`src/rtl/rxt_pkg.sv`:
```
package rxt_pkg;
    typedef enum logic [1:0] {
        ST_UNLOCKED = 2'd0,
        ST_SEARCH   = 2'd1,
        ST_PACK     = 2'd2
    } rxt_state_e;
endpackage

```
`src/rtl/rxt_shift.sv`:
```
// Shared window / assembly register: new bits enter at the MSB end.
module rxt_shift #(
    parameter int BYTE_W = 8
) (
    input  logic              clk,
    input  logic              rst_n,
    input  logic              clr,
    input  logic              shift,
    input  logic              din,
    output logic [BYTE_W-1:0] win_nxt
);
    logic [BYTE_W-1:0] win_q;

    assign win_nxt = {din, win_q[BYTE_W-1:1]};

    always_ff @(posedge clk or negedge rst_n) begin
        if (!rst_n) begin
            win_q <= '0;
        end else if (clr) begin
            win_q <= '0;
        end else if (shift) begin
            win_q <= win_nxt;
        end
    end
endmodule

```
`src/rtl/rxt_bitcnt.sv`:
```
// Counts accepted bits, saturating at BYTE_W; flags the bit that completes a group.
module rxt_bitcnt #(
    parameter int BYTE_W = 8
) (
    input  logic clk,
    input  logic rst_n,
    input  logic clr,
    input  logic inc,
    output logic last
);
    localparam int CW = $clog2(BYTE_W + 1);
    localparam logic [CW-1:0] FULL = CW'(BYTE_W);
    localparam logic [CW-1:0] LASTV = CW'(BYTE_W - 1);

    logic [CW-1:0] cnt_q;

    assign last = (cnt_q >= LASTV);

    always_ff @(posedge clk or negedge rst_n) begin
        if (!rst_n) begin
            cnt_q <= '0;
        end else if (clr) begin
            cnt_q <= '0;
        end else if (inc && (cnt_q != FULL)) begin
            cnt_q <= cnt_q + 1'b1;
        end
    end
endmodule

```
`src/rtl/rxt_fsm.sv`:
```
module rxt_fsm
    import rxt_pkg::*;
(
    input  logic       clk,
    input  logic       rst_n,
    input  logic       frm_lock,
    input  logic       rx_reset,
    input  logic       match_en,
    input  logic       bit_vld,
    input  logic       last,
    input  logic       hit,
    output rxt_state_e st,
    output logic       shift,
    output logic       cnt_clr,
    output logic       win_clr,
    output logic       emit
);
    rxt_state_e st_nxt;

    always_ff @(posedge clk or negedge rst_n) begin
        if (!rst_n) begin
            st <= ST_UNLOCKED;
        end else begin
            st <= st_nxt;
        end
    end

    always_comb begin
        st_nxt  = st;
        shift   = 1'b0;
        cnt_clr = 1'b0;
        win_clr = 1'b0;
        emit    = 1'b0;
        if (!frm_lock) begin
            st_nxt  = ST_UNLOCKED;
            cnt_clr = 1'b1;
            win_clr = 1'b1;
        end else if (rx_reset) begin
            st_nxt  = match_en ? ST_SEARCH : ST_PACK;
            cnt_clr = 1'b1;
            win_clr = 1'b1;
        end else begin
            unique case (st)
                ST_UNLOCKED: begin
                    st_nxt  = match_en ? ST_SEARCH : ST_PACK;
                    cnt_clr = 1'b1;
                    win_clr = 1'b1;
                end
                ST_SEARCH: begin
                    if (bit_vld) begin
                        shift = 1'b1;
                        if (last && hit) begin
                            emit    = 1'b1;
                            cnt_clr = 1'b1;
                            st_nxt  = ST_PACK;
                        end
                    end
                end
                ST_PACK: begin
                    if (bit_vld) begin
                        shift = 1'b1;
                        if (last) begin
                            emit    = 1'b1;
                            cnt_clr = 1'b1;
                        end
                    end
                end
                default: begin
                    st_nxt  = ST_UNLOCKED;
                    cnt_clr = 1'b1;
                    win_clr = 1'b1;
                end
            endcase
        end
    end
endmodule

```
`src/rtl/rxt_rx.sv`:
```
module rxt_rx
    import rxt_pkg::*;
#(
    parameter int BYTE_W = 8
) (
    input  logic              clk,
    input  logic              rst_n,
    input  logic              bit_in,
    input  logic              bit_vld,
    input  logic              frm_lock,
    input  logic              match_en,
    input  logic [BYTE_W-1:0] match_val,
    input  logic              rx_reset,
    output logic              byte_vld,
    output logic [BYTE_W-1:0] byte_dat
);
    rxt_state_e        st;
    logic              shift, cnt_clr, win_clr, emit, last, hit;
    logic [BYTE_W-1:0] win_nxt;

    assign hit = (win_nxt == match_val);

    rxt_shift #(.BYTE_W(BYTE_W)) u_shift (
        .clk     (clk),
        .rst_n   (rst_n),
        .clr     (win_clr),
        .shift   (shift),
        .din     (bit_in),
        .win_nxt (win_nxt)
    );

    rxt_bitcnt #(.BYTE_W(BYTE_W)) u_cnt (
        .clk   (clk),
        .rst_n (rst_n),
        .clr   (cnt_clr),
        .inc   (shift),
        .last  (last)
    );

    rxt_fsm u_fsm (
        .clk      (clk),
        .rst_n    (rst_n),
        .frm_lock (frm_lock),
        .rx_reset (rx_reset),
        .match_en (match_en),
        .bit_vld  (bit_vld),
        .last     (last),
        .hit      (hit),
        .st       (st),
        .shift    (shift),
        .cnt_clr  (cnt_clr),
        .win_clr  (win_clr),
        .emit     (emit)
    );

    always_ff @(posedge clk or negedge rst_n) begin
        if (!rst_n) begin
            byte_vld <= 1'b0;
            byte_dat <= '0;
        end else begin
            byte_vld <= emit;
            if (emit) begin
                byte_dat <= win_nxt;
            end
        end
    end
endmodule

```
`config.mk`:
```
export PLATFORM = sky130hd
export DESIGN_NAME = rxt_rx
export DESIGN_NICKNAME = d
export VERILOG_FILES = /design/src/rtl/rxt_pkg.sv /design/src/rtl/rxt_shift.sv /design/src/rtl/rxt_bitcnt.sv /design/src/rtl/rxt_fsm.sv /design/src/rtl/rxt_rx.sv
export SDC_FILE = /design/constraint.sdc
export NUM_CORES = 1
export LEC_CHECK = 0
export ABC_AREA = 0
export BUFFER_PORTS_ARGS = -buffer_cell sky130_fd_sc_hd__buf_2
export CORE_ASPECT_RATIO = 1.2
export CORE_MARGIN = 4
export CORE_UTILIZATION = 55
export CTS_CLUSTER_DIAMETER = 80
export DETAILED_ROUTE_END_ITERATION = 10
export PLACE_DENSITY = 0.75
export SLEW_MARGIN = 20
export SYNTH_ARGS = -nofsm -noshare
export SYNTH_HDL_FRONTEND = slang
export SYNTH_SLANG_ARGS = --single-unit
```
`constraint.sdc`:
```
create_clock -name clk -period 4 [get_ports clk]
set_clock_uncertainty 0.15 [all_clocks]
set_input_delay 0.2 -clock clk [delete_from_list [all_inputs] [get_ports clk]]
set_output_delay 0.2 -clock clk [all_outputs]
set_load 0.02 [all_outputs]
```
# After elaboration in Yosys (flattened, before gate mapping)
# Cells that the tools add are included.
# op_classes
reduce_logical	7
addsub	1
n_eq_ne	7
n_mux	27
order_cmp	1
# ops
operator	n
8-bit 2-to-1 mux	2
1-bit 2-to-1 mux	15
2-bit 2-to-1 mux	5
8-bit equality test	1
4-bit 2-to-1 mux	2
4-bit inequality test, second input constant	2
2-bit one-hot mux with 3 select lines	1
4-bit by 1-bit adder with 4-bit output, second input constant	1
4-bit by 3-bit >= comparator with 1-bit output, second input constant	1
4-bit by 3-bit inequality test with 1-bit output, second input constant	1
1-bit one-hot mux with 2 select lines	2
2-bit nonzero test	2
3-bit inequality test, second input constant	1
3-bit AND reduction	1
2-bit by 1-bit equality test with 1-bit output, second input constant	1
2-bit equality test, second input constant	1
1-bit logical AND	2
2-bit zero test	1
2-bit OR reduction	1
# word_totals
inputBits	15
out_inout_bits	9
reg_bits	23

# Depth between registers and ports, before layout
# Gate-level depths: netlist (run 1).
# depth
word_depth	8
ltp_mapped	7
mapped_depth_nobuf	6

# By module
# From an unflattened synthesis (run 1), not the netlist that was laid out.
# hier_totals
hier_cells	99
area_unflattened_um2	1181.1
# modules_own_cells
mod	area_per_inst_um2	cells_each	seq_area_each_um2	n_inst
rxt_rx	442.9	29	225.2	1
rxt_shift	290.3	23	175.2	1
rxt_bitcnt	237.7	24	100.1	1
rxt_fsm	210.2	23	50.0	1

# Worst setup path after synthesis (run 1)
# Ideal clock, no wire load.
# synth_timing
path_kind	reg2reg
start	register u_cnt.cnt_q[0]
end	register u_cnt.cnt_q[2]
path_buffers	1
synth_period_minus_slack_ns	1.870
slack_ns	2.130
path_stages_with_launch	7
arrival_time_ns	1.613
cell_sequence	dfrtp_1 > ha_1 > a21o_1 > and2_1 > buf_6 > and4_2 > a2111oi_4
# synth_via
elab_chain_len	8
elab_cells_between_ends	15
# synth_lines
item	line_no	rtl
start: declaration	rxt_bitcnt.sv:15	logic [CW-1:0] cnt_q;
start signal: assignment	rxt_bitcnt.sv:25	cnt_q <= cnt_q + 1'b1;
4-bit by 3-bit >= comparator with 1-bit output	rxt_bitcnt.sv:17	assign last = (cnt_q >= LASTV);
1-bit logical AND	rxt_fsm.sv:52	if (last && hit) begin
1-bit 2-to-1 mux	rxt_fsm.sv:52	
1-bit 2-to-1 mux	rxt_fsm.sv:50	if (bit_vld) begin
1-bit one-hot mux with 2 select lines	rxt_fsm.sv:43	unique case (st)
1-bit 2-to-1 mux	rxt_fsm.sv:38	end else if (rx_reset) begin
1-bit 2-to-1 mux	rxt_fsm.sv:34	if (!frm_lock) begin
4-bit 2-to-1 mux / 2-bit nonzero test (equally long branches)	--	
# Several ways; a longest one is shown, not always the timed one. The select of a mux whose other input is x is not followed.
# A chain may end at the register's enable or synchronous reset.

# Final worst setup path (run 1)
# Same ends and word-level chain as after synthesis.

==> impl_metrics.toml, run 1 <==
[placed_design]
place_congestion = 0.7746
placed_cells = 176
dp_hpwl_um = 2105
portBuffers = 23

[global_routing]
grt-ovfl-total = 0
grt_pass1_vias = 1058
grt_max_degree = 23
track_usage = 0.1970
grt_pass1_wl_um = 4643
grt_antenna_before_repair = 0

[worst_setup_path]
worstSetupStartpointType = "flip-flop"
cp.arrival_ns = 2.08
rr_startpoint = "u_cnt.cnt_q[0]"
cp_max_fo = 8
end_kind = "flip-flop"
worstSetupPathType = "reg -> reg"
cp_data_required_time_ns = 4.06
setup.worst_path.start = "u_cnt.cnt_q[0]"

[clock_tree]
numCtsBuffers = 3
clk_latency_ns = 0.31
cts_tree = "built"
clock_path_buffers = 2
htree_levels = 1
cts-root-buf = "clkbuf_4"
cts_setup_buffers = 0
clkTransAtPathRegs_ns = 0.12
clock-sinks = 22

[floorplanning]
core_um2 = 2282
start_util = 0.5718
die_w_um = 52.47
dieArea_um2 = 3219
die_h_um = 61.36
io_pins = 24
num_rows = 19

[job]
cap_violations = 0

[timing]
slew_headroom = 0.6744
finalHoldViolCount = 0
post-route-period-util = 0.5039
tightest_slew_ns = 0.4884
setup_violations = 0
rsz0062_at_grt = "false"
fmax_mhz = 496.1
fin_crit_ns = 2.016
setup_tns_ns = 0
finalMaxSlewViolations = 0

[logic_synthesis]
synth-simple-area-share = 0.1879
synthMuxAreaShare = 0.06136
synth_xor_area_frac = 0.06711
synth_fa_ha_area_frac = 0.04794
ys_seq_area_frac = 0.4219
async_reset_ff_frac = 1.000
ys_seq_elements = 22
synthFlopType = "dfrtp_1"
synth_top_family_by_area = "simple AND/OR/NAND/NOR gates"
synth_top_area_share = 0.4219
mappedNetlistNets = 146
synthesis.instances = 126
syn_avg_cell_area_um2 = 10.36
synth_compound_area_frac = 0.1582
ys_top_cells_by_area = "dfrtp_1 42%, mux2i_1 6.1%, xor2_1 6.0%"
synth_top_area_cell = "dfrtp_1"
yosysWarnings = 0
synth_cell_types = 35
syn_area_um2 = 1305
synth_edf_count = 0

[detailed_routing]
post_drt_wl_per_cell_um = 15.35
routed_via_density = 5.769
drt_iter0_markers = 30
drt_wl_total_um = 2793
firstDrtPassIters = 4
num_vias = 1050
drc = 0
drtAntennaViolNets = 0

[pwr]
ir_drop_v = 0.0002204
powerDensity_nw_per_um2 = 276.6
power.static_leakage_nw = 0.6898

[cells_and_area]
nNetsFinal = 172
final_core_util = 0.6519
stdcell_count = 182
areaGrowthSynthToFinish_pct = 14.00
diodes = 0
drive_above_1_share = 0.2384

[outcome]
status = "complete, no violations"

[worst_hold_path]
worstHoldStart = "bit_in"
hold_class = "in -> reg"
==> kinds of logic after synthesis <==
kind of cell	count (synthesis)
AO/OA/AOI/OAI	22
XOR/XNOR	10
adder cells (fa/ha/maj)	5
buffers and inverters	16
flip-flops	22
multiplexers	8
AND/OR/NAND/NOR	43
==> synthesized netlist by cell type, drive strengths merged (2+ instances only) <==
library cell and instances:
a2111oi 2, a21oi 3, a31oi 3, and4 2, buf 3, dfrtp 22
ha 5, inv 12, mux2i 8, nand2 14, nand3 2, nand4 3
nor2 12, nor3b 3, nor4 2, o32ai 8, xor2 9
==> critical path, cell delays in order, from the launching register on <==
cell,delay (ns)
dfrtp_1,0.44
ha_1,0.23
a21o_1,0.18
and2_1,0.27
and4_2,0.33
a2111oi_4,0.32
==> flip-flops by register name, indices dropped and copies added, names as in the netlist <==
signal	count
byte_vld	1
byte_dat	8
u_shift.win_q	7
u_fsm.st	2
u_cnt.cnt_q	4
==> layer usage <==
metal	track usage	vias up	part of all wire
li1	-	498	-
met4	0.09854	0	0.016
met1	0.2515	520	0.44
met3	0.02179	6	0.033
met5	0	-	0
met2	0.3316	26	0.51
==> power breakdown <==
group	leakage (nW)	switching, mW	internal (mW)
Combinational	0.363	0.0382	0.0231
Clock	0.0210	0.0673	0.0556
Sequential	0.305	0.00251	0.225
Total	0.690	0.108	0.304
==> stage by stage <==
step | hold slack, ns | worst slack, ns | area (um2) | power, mW
after floorplan | -0.2456 | 2.130 | 1305 | 0.2690
after global placement | 0.03469 | 2.092 | 1431 | 0.2888
after detailed placement | 0.04250 | 2.012 | 1431 | 0.2917
after CTS | 0.01305 | 1.988 | 1488 | 0.4154
after global routing | 0.01171 | 1.886 | 1488 | 0.4293
final | 0.02162 | 1.984 | 1488 | 0.4116
==> cell usage in the layout (no fill, tap or decap), types with 2 or more instances in the layout <==
cell type      Yosys  routed
clkbuf_4           0       3
a21oi_1            3       3
nand3_1            2       2
inv_1             12      12
buf_2              1      23
dlygate4sd3_1      0       2
a31oi_1            2       2
o32ai_1            8       8
xor2_1             9       9
mux2i_1            8       8
nor2_1            12      12
ha_1               5       5
dfrtp_1           22      22
nor3b_1            3       3
nand4_1            3       3
nor4_4             2       2
nand2_1           14      14
==> worst paths after layout <==
check,cells after the start,endpoint,slack [ns]
max in group asynchronous,2,byte_vld,3.15
worst max register to register,5,u_cnt.cnt_q[2],1.98
worst min register to register,2,byte_dat[0],0.39
worst max-delay path,5,u_cnt.cnt_q[2],1.98
min in group asynchronous,2,u_fsm.st[0],0.23
worst min-delay path,3,byte_dat[7],0.02
==> what timing repair did <==
action | CTS | global route
setup endpoints to repair | 0 | 0
resized for setup | 0 | 0
endpoints found under the hold margin | 23 | 0
hold buffers | 2 | 0
==> final cells by class <==
cell class	count	area, um2
inverter	12	45.04
tap	31	38.79
clock buffer	4	36.28
timing repair buffer	25	135.1
sequential	22	550.5
fill	198	794.5
multi-input combinational	88	681.9
Note: power is estimated with default switching activity, not from simulation.
==> inputs of run 2 (changes only) <==
--- a/config.mk
+++ b/config.mk
@@ -9,10 +9,10 @@
 export BUFFER_PORTS_ARGS = -buffer_cell sky130_fd_sc_hd__buf_2
 export CORE_ASPECT_RATIO = 1.2
 export CORE_MARGIN = 4
-export CORE_UTILIZATION = 55
+export CORE_UTILIZATION = 49
 export CTS_CLUSTER_DIAMETER = 80
 export DETAILED_ROUTE_END_ITERATION = 10
-export PLACE_DENSITY = 0.75
+export PLACE_DENSITY = 0.7
 export SLEW_MARGIN = 20
 export SYNTH_ARGS = -nofsm -noshare
 export SYNTH_HDL_FRONTEND = slang
==> constraint.sdc (replaced) <==
create_clock -name clk -period 1.6 [get_ports clk]
set_clock_uncertainty 0.15 [all_clocks]
set_input_delay 0.08 -clock clk [delete_from_list [all_inputs] [get_ports clk]]
set_output_delay 0.08 -clock clk [all_outputs]
set_load 0.02 [all_outputs]
==> impl_metrics.toml, run 2 (synthesis gave the netlist of run 1 again) <==
[outcome]
status = "finished with violations"
violations = "setup timing"

[worst_setup_path]
worstSetupStartpointType = "flip-flop"
rr_startpoint = "u_fsm.st[0]"
reg2regPathDepth = 6
worstSetupPathType = "reg -> reg"
setup.worst_path.start = "u_fsm.st[0]"
cp.arrival_ns = 1.86
ff2ff_setup_slack_ns = -0.20
cp_data_required_time_ns = 1.66
end_kind = "flip-flop"
setup.worst_path.end = "byte_dat[1]"
cp_max_fo = 8
r2r_end = "byte_dat[1]"

[cells_and_area]
diodes = 0
nNetsFinal = 207
layout_commonest_cell = "buf_4"
largest_reg_flops = 8
final_cell_mix = "24 x buf_4, 23 x buf_2, 22 x dfrtp_1, 13 x nand2_1, 12 x nor2_1"
areaGrowthSynthToFinish_pct = 52.92
reg_top3 = "byte_dat: 8 flops, u_shift.win_q: 7 flops, u_cnt.cnt_q: 4 flops"
drive_above_1_share = 0.4946
top_register = "byte_dat"

[timing]
rsz0062_at_grt = "true"
fmax_mhz = 555.7
post-route-period-util = 1.125
whs_ns = 0.01367
slew_headroom = 0.6582
tightest_slew_ns = 0.5127
finalHoldViolCount = 0
fin_crit_ns = 1.800
setup_violations = 14
finalMaxSlewViolations = 0
finalWorstSetupSlack_ns = -0.1996

[clock_tree]
clock-sinks = 22
htree_levels = 1
clock_path_buffers = 2
cts-root-buf = "clkbuf_4"
clkTransAtPathRegs_ns = 0.14
numCtsBuffers = 3
clk_latency_ns = 0.31
cts_tree = "built"

[detailed_routing]
drc = 0
drtAntennaViolNets = 0
drt_wl_total_um = 3830
firstDrtPassIters = 4
drt_iter0_markers = 41
routed_via_density = 5.621
post_drt_wl_per_cell_um = 17.49
num_vias = 1231

[floorplanning]
die_h_um = 64.53
num_rows = 20
dieArea_um2 = 3556
die_w_um = 55.11
io_pins = 24
start_util = 0.5113
core_um2 = 2552

[global_routing]
grt_pass1_wl_um = 6085
track_usage = 0.2297
grt_antenna_before_repair = 0
grt_max_degree = 23
grt_pass1_vias = 1302
grt-ovfl-total = 0

[job]
cap_violations = 0

[placed_design]
place_congestion = 0.7527
dp_hpwl_um = 2405
portBuffers = 23

[worst_hold_path]
hold_class = "in -> reg"

[pwr]
powerDensity_nw_per_um2 = 624.8
power.static_leakage_nw = 0.9274
ir_drop_v = 0.0005818
total_power_mw = 1.247
==> run 2: changes by cell type in the layout (fill, tap and decap cells not counted), moves of 3 or more <==
cell     change
o32ai_1      -8
nor3b_1      -3
xor2_2       +3
ha_2         +3
xor2_1       -3
nor3b_2      +3
o32ai_2      +8
ha_1         -4
buf_4       +24
buf_6        +5
==> run 2: area by class of cell <==
cell class	count	area (um2)
clock buffer	3	22.52
clock inverter	1	30.03
fill	179	556.8
inverter	12	45.04
multi-input combinational	89	849.6
sequential	22	550.5
tap	33	41.29
timing repair buffer	59	456.7
==> run 2: repair_timing <==
| action | CTS | global route |
|---|---|---|
| setup buffers | 4 | 1 |
| cloned | 1 | 1 |
| pin swaps | 15 | 9 |
| endpoints found under the hold margin | 23 | 0 |
| gates resized for setup | 12 | 9 |
| hold buffers | 4 | 0 |
| setup endpoints to repair | 15 | 15 |
==> run 2: critical path, cell delays in order (launching register included) <==
cell	delay, ns
dfrtp_1	0.39
inv_2	0.06
ha_4	0.26
and3b_2	0.21
and4_1	0.23
and3_4	0.29
o32ai_2	0.11
==> run 2: worst min-delay path by stage <==
stage | from | endpoint | slack (ns) | cells after the start
floorplan | rst_n | byte_dat[0] | -0.37 | 0
detailed placement | rst_n | u_shift.win_q[6] | -0.07 | 1
global placement | rst_n | u_cnt.cnt_q[1] | -0.08 | 1
finish | rx_reset | u_fsm.st[1] | 0.01 | 3
global route | bit_in | byte_dat[7] | 0.02 | 4
CTS | rx_reset | u_fsm.st[1] | 0.01 | 3
==> run 2: stage by stage <==
step	cells	area, um2	TNS, ns	worst slack (ns)	util
4_1_cts	217	1931	-1.596	-0.1483	0.7564
2_1_floorplan	126	1398	-1.154	-0.1102	-
3_3_place_gp	204	1742	-1.366	-0.1304	0.6824
3_5_place_dp	204	1742	-1.819	-0.1670	0.6824
5_1_grt	219	1996	-3.274	-0.2841	0.7819
6_report	219	1996	-2.084	-0.1996	0.7819
==> run 2: report_power, final <==
group          switching, mW  internal, mW  leakage (nW)  total [mW]
Combinational          0.133         0.108         0.594       0.241
Clock                  0.186         0.253        0.0279       0.440
Sequential           0.00447         0.562         0.305       0.567
Total                  0.324         0.923         0.927        1.25
==> run 2: per-layer routing <==
layer,vias up,global-route usage,wire [um]
li1,564,-,-
met1,619,0.2992,1526
met2,42,0.3994,2111
met3,6,0.01609,127
met4,0,0.06079,63
met5,-,0,0
==> inputs of run 3 (changes only) <==
--- a/config.mk
+++ b/config.mk
@@ -13,6 +13,7 @@
 export CTS_CLUSTER_DIAMETER = 80
 export DETAILED_ROUTE_END_ITERATION = 10
 export PLACE_DENSITY = 0.7
+export RECOVER_POWER = 100
 export SLEW_MARGIN = 20
 export SYNTH_ARGS = -nofsm -noshare
 export SYNTH_HDL_FRONTEND = slang
==> impl_metrics.toml, run 3 (synthesis gave the netlist of run 1 again) <==
[outcome]
status = "finished with violations"
violations = "setup timing"

[global_routing]
track_usage = 0.2297
grt-ovfl-total = 0
grt_pass1_vias = 1302
grt_max_degree = 23
grt_antenna_before_repair = 0
grt_pass1_wl_um = 6085

[pwr]
powerDensity_nw_per_um2 = 627.7
combPwrFrac = 0.193
p_int_uw = 923.3
ir_drop_v = 0.0005813
seqPwrFrac = 0.455
total_power_mw = 1.246
power.static_leakage_nw = 0.8878
power.switching_uw = 322.3
pwr-share-clk = 0.352
swShare = 0.2588

[timing]
setup_violations = 14
setup_tns_ns = -2.071
tightest_slew_ns = 0.5618
fmax_mhz = 555.9
fin_crit_ns = 1.799
finalMaxSlewViolations = 0
finalHoldViolCount = 0
slew_headroom = 0.6255
finalWorstSetupSlack_ns = -0.1988
rsz0062_at_grt = "true"
post-route-period-util = 1.124

[cells_and_area]
stdcell_count = 219
reg_top3 = "byte_dat: 8 flops, u_shift.win_q: 7 flops, u_cnt.cnt_q: 4 flops"
drive_above_1_share = 0.4462
fillers = 188
largest_reg_flops = 8
top_register = "byte_dat"
areaGrowthSynthToFinish_pct = 52.06
final_area_um2 = 1984
nNetsFinal = 207
final_cell_mix = "24 x buf_4, 22 x dfrtp_1, 13 x nand2_1, 13 x buf_2, 12 x nor2_1"
diodes = 0
layout_commonest_cell = "buf_4"

[worst_setup_path]
end_kind = "flip-flop"
cp_data_required_time_ns = 1.66
cp.arrival_ns = 1.85
worstSetupPathType = "reg -> reg"
worstSetupStartpointType = "flip-flop"
ff2ff_setup_slack_ns = -0.20
cp_max_fo = 8

[placed_design]
place_congestion = 0.7527
dp_hpwl_um = 2405
placed_cell_area_um2 = 1742
placed_cells = 204
portBuffers = 23

[clock_tree]
clkTransAtPathRegs_ns = 0.14
clock_path_buffers = 2
clk_latency_ns = 0.31
cts_tree = "built"
numCtsBuffers = 3
clock-sinks = 22
htree_levels = 1
cts-root-buf = "clkbuf_4"

[detailed_routing]
wl_met1_um = 1489
drc = 0
top_layer_used = "met4"
routed_via_density = 5.557
drtAntennaViolNets = 0
drt_wl_total_um = 3820
num_vias = 1217
wl_met3_um = 147
post_drt_wl_per_cell_um = 17.44
wl_met2_um = 2116
drt_iter0_markers = 42
firstDrtPassIters = 4

[floorplanning]
dieArea_um2 = 3556
io_pins = 24
die_h_um = 64.53
num_rows = 20
core_um2 = 2552
die_w_um = 55.11
start_util = 0.5113

[job]
cap_violations = 0

[worst_hold_path]
hold_class = "in -> reg"
run 3: power by group through the flow:
stage	Clock (mW)	Combinational (mW)	Sequential, mW
finish	0.439	0.240	0.567
global route	0.467	0.260	0.568
CTS	0.432	0.229	0.567
detailed placement	0	0.194	0.577
global placement	0	0.189	0.576
floorplan	0	0.102	0.578
run 3: timing repair:
| action | CTS | global route |
|---|---|---|
| endpoints found under the setup margin | 15 | 15 |
| gates cloned | 1 | 1 |
| hold buffers | 4 | 0 |
| buffers inserted | 4 | 1 |
| resized for setup | 12 | 9 |
| pin swaps | 15 | 9 |
| hold endpoints to repair | 23 | 0 |
run 3: worst paths after layout:
kind / startpoint / to / cells past startpoint
hold reg to reg: byte_dat[3] / byte_dat[3] / 2
min in group asynchronous: rst_n / u_shift.win_q[7] / 2
max in group asynchronous: rst_n / u_shift.win_q[4] / 2
hold / removal: rx_reset / u_fsm.st[1] / 3
setup / recovery: u_fsm.st[0] / byte_dat[1] / 6
setup reg to reg: u_fsm.st[0] / byte_dat[1] / 6
run 3: stage by stage:
step / util / setup slack, ns / hold WS, ns
2_1_floorplan: - / -0.1102 / -0.3656
3_3_place_gp: 0.6824 / -0.1304 / -0.07974
3_5_place_dp: 0.6824 / -0.1670 / -0.06628
4_1_cts: 0.7564 / -0.1483 / 0.01486
5_1_grt: 0.7775 / -0.2841 / 0.01759
6_report: 0.7775 / -0.1988 / 0.009379
run 3: final cells by class:
class                   instances  area, um2  share of cell area
flip-flops and latches         22      550.5              0.2774
inverters                      12      45.04             0.02270
multi-input cells              89      849.6              0.4281
well taps                      33      41.29             0.02081
repair buffers                 59      445.4              0.2245
clock buffers                   3      22.52             0.01135
clock inverters                 1      30.03             0.01513
run 3: layer usage:
layer,vias up,global-route usage
met5,-,0
met1,605,0.2992
met4,0,0.06079
met3,8,0.01609
met2,40,0.3994
li1,564,-
run 3: critical path: stages, from the launching register on:
cell     delay (ns)
dfrtp_1        0.39
inv_2          0.06
ha_4           0.26
and3b_2        0.21
and4_1         0.23
and3_4         0.29
o32ai_2        0.11
